**config.mk**
```make
export PLATFORM = sky130hd
export DESIGN_NAME = spi_nor_sequencer
export DESIGN_NICKNAME = d
export VERILOG_FILES = /design/src/rtl/spi_nor_sequencer.sv
export SDC_FILE = /design/constraint.sdc
export NUM_CORES = 1
export LEC_CHECK = 0
export ABC_AREA = 1
export BUFFER_PORTS_ARGS = -buffer_cell sky130_fd_sc_hd__buf_2
export CORE_ASPECT_RATIO = 0.75
export CORE_MARGIN = 2
export CORE_UTILIZATION = 53
export CTS_CLUSTER_SIZE = 25
export DETAILED_ROUTE_END_ITERATION = 16
export PLACE_DENSITY_LB_ADDON = 0.1
export SLEW_MARGIN = 20
export SYNTH_ARGS = -nofsm -noshare
export SYNTH_HDL_FRONTEND = slang
export SYNTH_SLANG_ARGS = --single-unit
```
**constraint.sdc**
```tcl
create_clock -name clk -period 2.75 [get_ports clk]
set_clock_uncertainty 0.15 [all_clocks]
set_input_delay 0.55 -clock clk [delete_from_list [all_inputs] [get_ports clk]]
set_output_delay 0.55 -clock clk [all_outputs]
set_load 0.05 [all_outputs]
```
**src/rtl/spi_nor_sequencer.sv**
```systemverilog
`timescale 1ns/1ps
module spi_nor_sequencer #(
  parameter int DIV        = 2,
  parameter int LEN_W      = 12,
  parameter int PAGE_BYTES = 256,
  parameter int POLL_LIMIT = 0
) (
  input  logic             clk,
  input  logic             rst_n,
  input  logic             req_valid,
  output logic             req_ready,
  input  logic [2:0]       req_op,
  input  logic [23:0]      req_addr,
  input  logic [LEN_W-1:0] req_len,
  input  logic [7:0]       wr_data,
  output logic             wr_take,
  output logic [7:0]       rd_data,
  output logic             rd_valid,
  output logic             done,
  output logic             err,
  output logic [1:0]       err_code,
  output logic             spi_sclk,
  output logic             spi_cs_n,
  output logic             spi_mosi,
  input  logic             spi_miso
);
  localparam int DIV_W  = $clog2(DIV + 1);
  localparam int TOT_W  = LEN_W + 3;
  localparam int POLL_W = (POLL_LIMIT > 0) ? $clog2(POLL_LIMIT + 1) : 1;

  localparam logic [2:0] OP_ID = 3'd0, OP_STAT = 3'd1, OP_READ = 3'd2,
                         OP_ERASE = 3'd3, OP_PROG = 3'd4;
  localparam logic [7:0] CMD_RDID = 8'h9F, CMD_RDSR = 8'h05, CMD_WREN = 8'h06,
                         CMD_PP = 8'h02, CMD_SE = 8'h20, CMD_READ = 8'h03;

  typedef enum logic [2:0] {ST_IDLE, ST_SETUP, ST_SHIFT, ST_HOLD, ST_GAP} state_t;
  typedef enum logic [1:0] {SG_WEN, SG_MAIN, SG_POLL} stage_t;

  state_t            state;
  stage_t            stage;
  logic [2:0]        op_q;
  logic [23:0]       addr_q;
  logic [LEN_W-1:0]  len_q;
  logic [DIV_W-1:0]  hcnt;
  logic              tick, sclk_q, busy_q;
  logic [2:0]        bcnt;
  logic [TOT_W-1:0]  bidx, nidx, x_tot;
  logic [7:0]        tx_sh, rx_sh, x_code, nxt_byte;
  logic [2:0]        x_hdr;
  logic              x_rd, x_wr;
  logic [POLL_W-1:0] pcnt;
  logic              writes_flash, req_fire, bad_op, bad_len;

  assign tick         = (hcnt == DIV_W'(DIV - 1));
  assign req_ready    = (state == ST_IDLE);
  assign req_fire     = req_valid && req_ready;
  assign bad_op       = (req_op > OP_PROG);
  assign bad_len      = (req_op == OP_PROG) && (int'(req_len) > PAGE_BYTES);
  assign writes_flash = (op_q == OP_ERASE) || (op_q == OP_PROG);
  assign spi_cs_n     = (state == ST_IDLE) || (state == ST_GAP);
  assign spi_sclk     = sclk_q;
  assign spi_mosi     = tx_sh[7] & ~spi_cs_n;
  assign nidx         = bidx + TOT_W'(1);

  always_comb begin
    x_code = CMD_RDSR;
    x_hdr  = 3'd1;
    x_tot  = TOT_W'(1);
    x_rd   = 1'b0;
    x_wr   = 1'b0;
    case (stage)
      SG_WEN:  x_code = CMD_WREN;
      SG_POLL: begin x_code = CMD_RDSR; x_tot = TOT_W'(2); end
      default: begin
        case (op_q)
          OP_ID:    begin x_code = CMD_RDID; x_tot = TOT_W'(4); x_rd = 1'b1; end
          OP_STAT:  begin x_code = CMD_RDSR; x_tot = TOT_W'(2); x_rd = 1'b1; end
          OP_READ:  begin x_code = CMD_READ; x_hdr = 3'd4; x_rd = 1'b1;
                          x_tot = TOT_W'(len_q) + TOT_W'(4); end
          OP_ERASE: begin x_code = CMD_SE; x_hdr = 3'd4; x_tot = TOT_W'(4); end
          default:  begin x_code = CMD_PP; x_hdr = 3'd4; x_wr = 1'b1;
                          x_tot = TOT_W'(len_q) + TOT_W'(4); end
        endcase
      end
    endcase
  end

  always_comb begin
    if (nidx < TOT_W'(x_hdr)) begin
      case (nidx[1:0])
        2'd1:    nxt_byte = addr_q[23:16];
        2'd2:    nxt_byte = addr_q[15:8];
        default: nxt_byte = addr_q[7:0];
      endcase
    end else begin
      nxt_byte = x_wr ? wr_data : 8'h00;
    end
  end

  always_ff @(posedge clk or negedge rst_n) begin
    if (!rst_n) begin
      state    <= ST_IDLE;
      stage    <= SG_MAIN;
      op_q     <= '0;
      addr_q   <= '0;
      len_q    <= '0;
      hcnt     <= '0;
      sclk_q   <= 1'b0;
      bcnt     <= '0;
      bidx     <= '0;
      tx_sh    <= '0;
      rx_sh    <= '0;
      busy_q   <= 1'b0;
      pcnt     <= '0;
      done     <= 1'b0;
      err      <= 1'b0;
      err_code <= '0;
      rd_valid <= 1'b0;
      rd_data  <= '0;
      wr_take  <= 1'b0;
    end else begin
      done     <= 1'b0;
      err      <= 1'b0;
      err_code <= '0;
      rd_valid <= 1'b0;
      wr_take  <= 1'b0;
      hcnt     <= (state == ST_IDLE || tick) ? '0 : hcnt + DIV_W'(1);
      case (state)
        ST_IDLE: if (req_valid) begin
          if (bad_op || bad_len) begin
            done     <= 1'b1;
            err      <= 1'b1;
            err_code <= bad_op ? 2'd3 : 2'd1;
          end else begin
            op_q   <= req_op;
            addr_q <= req_addr;
            len_q  <= req_len;
            stage  <= (req_op == OP_ERASE || req_op == OP_PROG) ? SG_WEN : SG_MAIN;
            pcnt   <= '0;
            state  <= ST_SETUP;
          end
        end
        ST_SETUP: if (tick) begin
          tx_sh <= x_code;
          bidx  <= '0;
          bcnt  <= '0;
          state <= ST_SHIFT;
        end
        ST_SHIFT: if (tick) begin
          if (!sclk_q) begin
            sclk_q <= 1'b1;
            rx_sh  <= {rx_sh[6:0], spi_miso};
          end else begin
            sclk_q <= 1'b0;
            if (bcnt == 3'd7) begin
              if (stage == SG_MAIN && x_rd && bidx >= TOT_W'(x_hdr)) begin
                rd_valid <= 1'b1;
                rd_data  <= rx_sh;
              end
              if (stage == SG_POLL) busy_q <= rx_sh[0];
              if (nidx == x_tot) begin
                state <= ST_HOLD;
              end else begin
                tx_sh   <= nxt_byte;
                wr_take <= x_wr && (nidx >= TOT_W'(x_hdr));
                bidx    <= nidx;
                bcnt    <= '0;
              end
            end else begin
              tx_sh <= {tx_sh[6:0], 1'b0};
              bcnt  <= bcnt + 3'd1;
            end
          end
        end
        ST_HOLD: if (tick) state <= ST_GAP;
        ST_GAP: if (tick) begin
          case (stage)
            SG_WEN: begin
              stage <= SG_MAIN;
              state <= ST_SETUP;
            end
            SG_MAIN: begin
              if (writes_flash) begin
                stage <= SG_POLL;
                pcnt  <= '0;
                state <= ST_SETUP;
              end else begin
                done  <= 1'b1;
                state <= ST_IDLE;
              end
            end
            default: begin
              if (!busy_q) begin
                done  <= 1'b1;
                state <= ST_IDLE;
              end else if (POLL_LIMIT != 0 && int'(pcnt) + 1 >= POLL_LIMIT) begin
                done     <= 1'b1;
                err      <= 1'b1;
                err_code <= 2'd2;
                state    <= ST_IDLE;
              end else begin
                pcnt  <= pcnt + POLL_W'(1);
                state <= ST_SETUP;
              end
            end
          endcase
        end
        default: state <= ST_IDLE;
      endcase
    end
  end

  assert_sclk_idle_R1: assert property (@(posedge clk) disable iff (!rst_n)
    spi_cs_n |-> !spi_sclk);
  assert_mosi_hold_R1: assert property (@(posedge clk) disable iff (!rst_n)
    (spi_sclk && !spi_cs_n) |=> (!spi_sclk || $stable(spi_mosi)));
  assert_rd_in_frame_R2: assert property (@(posedge clk) disable iff (!rst_n)
    rd_valid |-> !spi_cs_n);
  assert_take_in_frame_R6: assert property (@(posedge clk) disable iff (!rst_n)
    wr_take |-> !spi_cs_n);
  assert_long_reject_R7: assert property (@(posedge clk) disable iff (!rst_n)
    (req_fire && bad_len && !bad_op) |=> (done && err && err_code == 2'd1 && spi_cs_n));
  assert_done_ready_R10: assert property (@(posedge clk) disable iff (!rst_n)
    done |-> req_ready);
  assert_err_with_done_R9: assert property (@(posedge clk) disable iff (!rst_n)
    err |-> done);
  assert_bad_op_R11: assert property (@(posedge clk) disable iff (!rst_n)
    (req_fire && bad_op) |=> (done && err && err_code == 2'd3 && spi_cs_n));
endmodule

```
[Word level (Yosys, flattened, before mapping)]
Index checks and enable logic that the tools add are counted.
Operators by class
  equality and inequality tests: 30
  magnitude comparators: 5
  div/mod/pow operators: 0
  multiplexer cells: 75
  add/subtract/negate cells: 4
  shift-type cells: 0
  multiply operators: 0
  reductions and logical operators: 28
  bitwise gates (word level): 4
Operators by type and width (count)
  2-to-1 mux 15 bit: 5
  2-to-1 mux 8 bit: 7
  one-hot mux 13 bit (2 select lines): 2
  2-to-1 mux 3 bit: 16
  one-hot mux 8 bit (2 select lines): 3
  one-hot mux 8 bit (4 select lines): 1
  >= comparator 15 x 3 -> 1 bit: 2
  one-hot mux 15 bit (2 select lines): 1
  2-to-1 mux 1 bit: 24
  inequality test 2 bit, second input constant: 10
  2-to-1 mux 2 bit: 9
  adder 15 x 1 -> 15 bit, second input constant: 1
  == test 15 bit: 1
  == test 3 x 2 -> 1 bit, second input constant: 5
  < comparator 15 x 3 -> 1 bit: 1
  one-hot mux 3 bit (5 select lines): 1
  AND reduction 5 bit: 3
  adder 12 x 3 -> 13 bit, second input constant: 1
  == test 3 bit, second input constant: 4
  greater-than comparator 12 x 9 -> 1 bit, second input constant: 1
  AND reduction 6 bit: 2
  AND reduction 9 bit: 1
  one-hot mux 2 bit (2 select lines): 2
  == test 2 x 1 -> 1 bit, second input constant: 3
  21 further kinds: 40
Storage, ports and cells
  RAM bits: 0
  logic and storage cells: 164
  output and inout port bits: 18
  bits in latches: 0
  input bits: 51
  memories: 0
  bits in read-only memories: 0
  bits in registers: 96

[Longest topological paths before layout]
  word-level depth: 11
  depth in mapped cells: 19
  gate-level depth less buffers: 18

[Least setup slack after synthesis]
No wires, ideal clock.
  path type: reg2reg
  start point: reg state[0]
  end point: reg addr_q[0]
  cell stages (with the launch flop): 7
  path buffers: 1
  setup slack: -0.573 ns
  library setup time: 0.125 ns
  period minus slack after synthesis: 3.323 ns
  arrival time: 3.048 ns
  data required time: 2.475 ns
  path through: dfrtp_1 nor2_1 inv_1 nor2_1 nand3_1 clkbuf_1 mux2_2
Between the ends
  longest elaborated chain between the ends: 2
Ends and longest elaborated chain
  start: declaration: line 39  | state_t state;
  start signal: assignment: line 102  | state <= ST_IDLE;
  start signal: assignment: line 140  | state <= ST_SETUP;
  start signal: assignment: line 147  | state <= ST_SHIFT;
  logical NOT 3 bit
  via req_ready: line 11  | output logic req_ready,
  AND reduction 3 bit (no line)
  end signal: assignment: line 136  | addr_q <= req_addr;
  end: declaration: line 42  | logic [23:0] addr_q;
The timed path passes the listed nets, and every way through them passes these cells.
A chain may end at the register's enable or synchronous reset.

[Worst setup path in the final report]
  start point: reg bidx[0]
  end point: reg bidx[2]
Between the ends
  longest elaborated chain between the ends: 6
  elaborated cells on any way between the ends: 9
  classes of those cells: 1 x add/sub; 2 x eq/ne; 5 x mux; 1 x reduce/logical
Ends and longest elaborated chain
  start: declaration: line 47  | logic [TOT_W-1:0] bidx, nidx, x_tot;
  start signal: assignment: line 166  | bidx <= nidx;
  adder 15 x 1 -> 15 bit (*): line 63  | assign nidx = bidx + TOT_W'(1);
  2-to-1 mux 15 bit: line 161  | if (nidx == x_tot) begin
  2-to-1 mux 15 bit: line 155  | if (bcnt == 3'd7) begin
  2-to-1 mux 15 bit: line 150  | if (!sclk_q) begin
  2-to-1 mux 15 bit: line 149  | ST_SHIFT: if (tick) begin
  one-hot mux 15 bit (2 select lines): line 128  | case (state)
Every way passes the cells marked *; elsewhere a longest branch is shown, timed or not. The select of a mux whose other input is x is not followed.

==> results.cfg <==
[worst_setup_path]
rr_worst_depth = 17
slowest_delay_ns = 0.36
crit_family = simple AND/OR/NAND/NOR gates
reg2reg_from = bidx[0]$_DFFE_PN0P_
path_max_fanout = 17
arrival_ns = 2.77
start_kind = register
crit_type = register to register
worst-path-buf-inv = 3
worst_path_max_delay_cell = dfrtp_1
r2r-end = bidx[2]$_DFFE_PN0P_
required_ns = 2.84
crit_top_cell = nand2_1
cp-end-kind = register
path_cells = buf_4, clkinvlp_4, nor2_4, buf_4, nand3_2, nand2_1, nand2_1, nor2_1, nor2_1, nand3_1, nor2_1, nand2_2, nand2_4, nand2_4, nand3_2, nand2_1, nand2_1
r2r_setup_slack_ns = 0.07

[floorplan]
die_h_microns = 93.5
rows = 32
io_pins = 69
die_w_microns = 123
start_util_pct = 54.8
die-area_sq_um = 11500
core_sq_um = 10300

[sta]
hold_violations = 0
slew_headroom_pct = 63.5
fmax_mhz = 373
setup-tns-final_ns = 0
slew_violations = 0
rsz0062_at_grt = true
setup_viol = 0
min_period_ns = 2.68
period_share_pct = 97.4
tightest_slew_ns = 0.548

[synth]
synth_xor_area_share_pct = 0
synth_area_sq_um = 5660
yosys.area_share.simple_pct = 34.9
ys.flop_type = dfrtp_1
async_flop_share_pct = 100
postSynthCellCount = 768
synth_edf_count = 0
ys_seq_area_share_pct = 42.0
synth_compound_area_share_pct = 7.34
syn-num-nets = 831
synth.distinct_cells = 39
yosys.area_share.adder_pct = 2.65
synthMuxAreaShare_pct = 5.55
synth_top_family_by_area = simple AND/OR/NAND/NOR gates
ys_ff_latch = 95
syn_area_per_cell_sq_um = 7.37
synth_warnings = 0

[grt]
grt_max_degree = 52
grt-ovfl-total = 0
grt_pass1_wl_microns = 24200
antenna_found_initial = 1
grt_pass1_vias = 4855
grt_use_total_pct = 27.1

[min_path]
min_delay_path_depth = 2
hp-class = primary input to register
worstHoldStart = req_addr[22]
min_to = addr_q[22]$_DFFE_PN0P_

[power]
swShare_pct = 44.0
leakagePower_nw = 3.48
p_seq_share_pct = 33.1
ir_drop_v = 0.000522
p_comb_share_pct = 47.7
p_per_area_nw_per_um2 = 985
cellInternalPower_w = 0.00368
switching_power_w = 0.00289
clkPwrFrac_pct = 19.2

[finish]
area_delta_synth_final_pct = 17.9
antenna_cells = 0
fin_util_pct = 64.6
drive_above_1_share_pct = 20.7
nets = 915

[drt]
wl_per_cell_microns = 15.0
via_per_inst = 5.38
drt-initial-drc-count = 436
vias = 5340
firstDrtPassIters = 5
drcViolationCount = 0
drt.antenna.violating_nets = 0
wl_microns = 14900

[flow_run]
maxCapViolations = 0

[placed_design]
hpwl_microns = 11000
io_buffers = 68
routabilityCongestion = 0.935

[clocking]
cts_max_level = 3
clk_pin_slew_ns = 0.07
numCtsBuffers = 9
clock-sinks = 95
cts_tree = built
cts.path.max_buffers = 2
clkLatencyLatePin_ns = 0.35
cts-root-buf = clkbuf_16

[outcome]
outcome = finished clean
==> logic make-up (layout without fill, tap and decap cells) <==
logic type | Yosys count | count (layout)
buf+inv | 105 | 193
compound gates | 74 | 74
fa+ha+maj | 12 | 12
flops | 95 | 95
simple gates | 454 | 455
mux | 28 | 28
==> worst reg2reg max path, delay by kind of cell, from the launching register on <==
family	cells	cell delay, ns
buf+inv	3	0.51
simple gates	14	1.55
flops	1	0.36
==> synth_stat cells, drive strengths merged (10+ instances only) <==
master,instances,area [sq um]
buf,10,67.6
o21ai,33,165
nand3,65,348
nand4,27,169
clkbuf,12,45.0
mux2,27,304
nor2,84,348
a21oi,27,135
nand2,263,1020
ha,12,150
inv,81,304
nor3,10,60.1
dfrtp,94,2350
==> registers in the layout, indices dropped and copies added (netlist names) <==
name,count
op_q,3
spi_sclk,1
err,1
rx_sh,8
rd_valid,1
addr_q,24
tx_sh,8
len_q,12
done,1
hcnt,2
stage,2
state,3
bcnt,3
err_code,1
busy_q,1
bidx,15
rd_data,8
wr_take,1
==> worst max path at each step <==
stage	start	to	slack [ns]	cells after the start
detailed placement	bidx[0]$_DFFE_PN0P_	tx_sh[2]$_DFFE_PN0P_	-0.02	17
global route	bidx[0]$_DFFE_PN0P_	bidx[14]$_DFFE_PN0P_	-0.08	18
floorplan	state[0]$_DFFE_PN0P_	addr_q[0]$_DFFE_PN0P_	0.03	6
CTS	bidx[0]$_DFFE_PN0P_	tx_sh[4]$_DFFE_PN0P_	0.004	17
finish	bidx[0]$_DFFE_PN0P_	bidx[2]$_DFFE_PN0P_	0.07	17
global placement	bidx[0]$_DFFE_PN0P_	tx_sh[6]$_DFFE_PN0P_	0.09	17
==> stage by stage <==
stage	total power (W)	hold WS [ns]	cells	area, sq um	worst slack, ns
final	0.00657	0.281	993	6670	0.0725
after global routing	0.00709	0.272	993	6670	-0.0822
after CTS	0.00645	0.273	987	6550	0.00436
after detailed placement	0.00516	0.285	970	6230	-0.0205
after global placement	0.00507	0.272	970	6230	0.0920
after floorplan	0.00433	0.104	768	5660	0.0320
==> power by group through the flow <==
stage	clock (W)	combinational, W	sequential, W
floorplan	0	0.00218	0.00214
global placement	0	0.00291	0.00216
detailed placement	0	0.00297	0.00219
CTS	0.00129	0.00300	0.00216
global route	0.00135	0.00351	0.00223
finish	0.00126	0.00314	0.00218
==> layout make-up <==
| cell class | count | area [sq um] |
|---|---|---|
| Clock buffer | 10 | 229 |
| Sequential cell | 95 | 2380 |
| Multi-Input combinational cell | 569 | 2960 |
| Tap cell | 136 | 170 |
| Timing Repair Buffer | 94 | 553 |
| Fill cell | 924 | 3660 |
| Inverter | 83 | 315 |
| Clock inverter | 6 | 68.8 |
==> layer usage <==
layer / routed length, microns / track usage (%) / vias to the layer above
met2: 6620 / 41.7 / 189
met5: 13 / 0 / -
li1: - / - / 2660
met3: 903 / 6.04 / 25
met4: 250 / 7.48 / 2
met1: 7110 / 38.6 / 2464
==> timing repair <==
action | 4_1_cts | 5_1_grt
hold endpoints to repair | 19 | 0
setup buffers | 0 | 5
pin swaps | 0 | 7
endpoints found under the setup margin | 8 | 27
resized for setup | 2 | 17
hold buffers | 1 | 0
cloned | 0 | 1
==> placed cells by master (no fill, tap or decap), drive strengths merged, types with 2 or more instances in the layout <==
cell type	count
a21oi	27
a22o	7
buf	93
clkbuf	10
clkinv	5
clkinvlp	2
dfrtp	94
ha	12
inv	81
mux2	27
nand2	263
nand3	66
nand4	27
nor2	84
nor3	10
nor4	2
o211ai	2
o21ai	33
No activity file was read; power rests on OpenSTA's default activity.
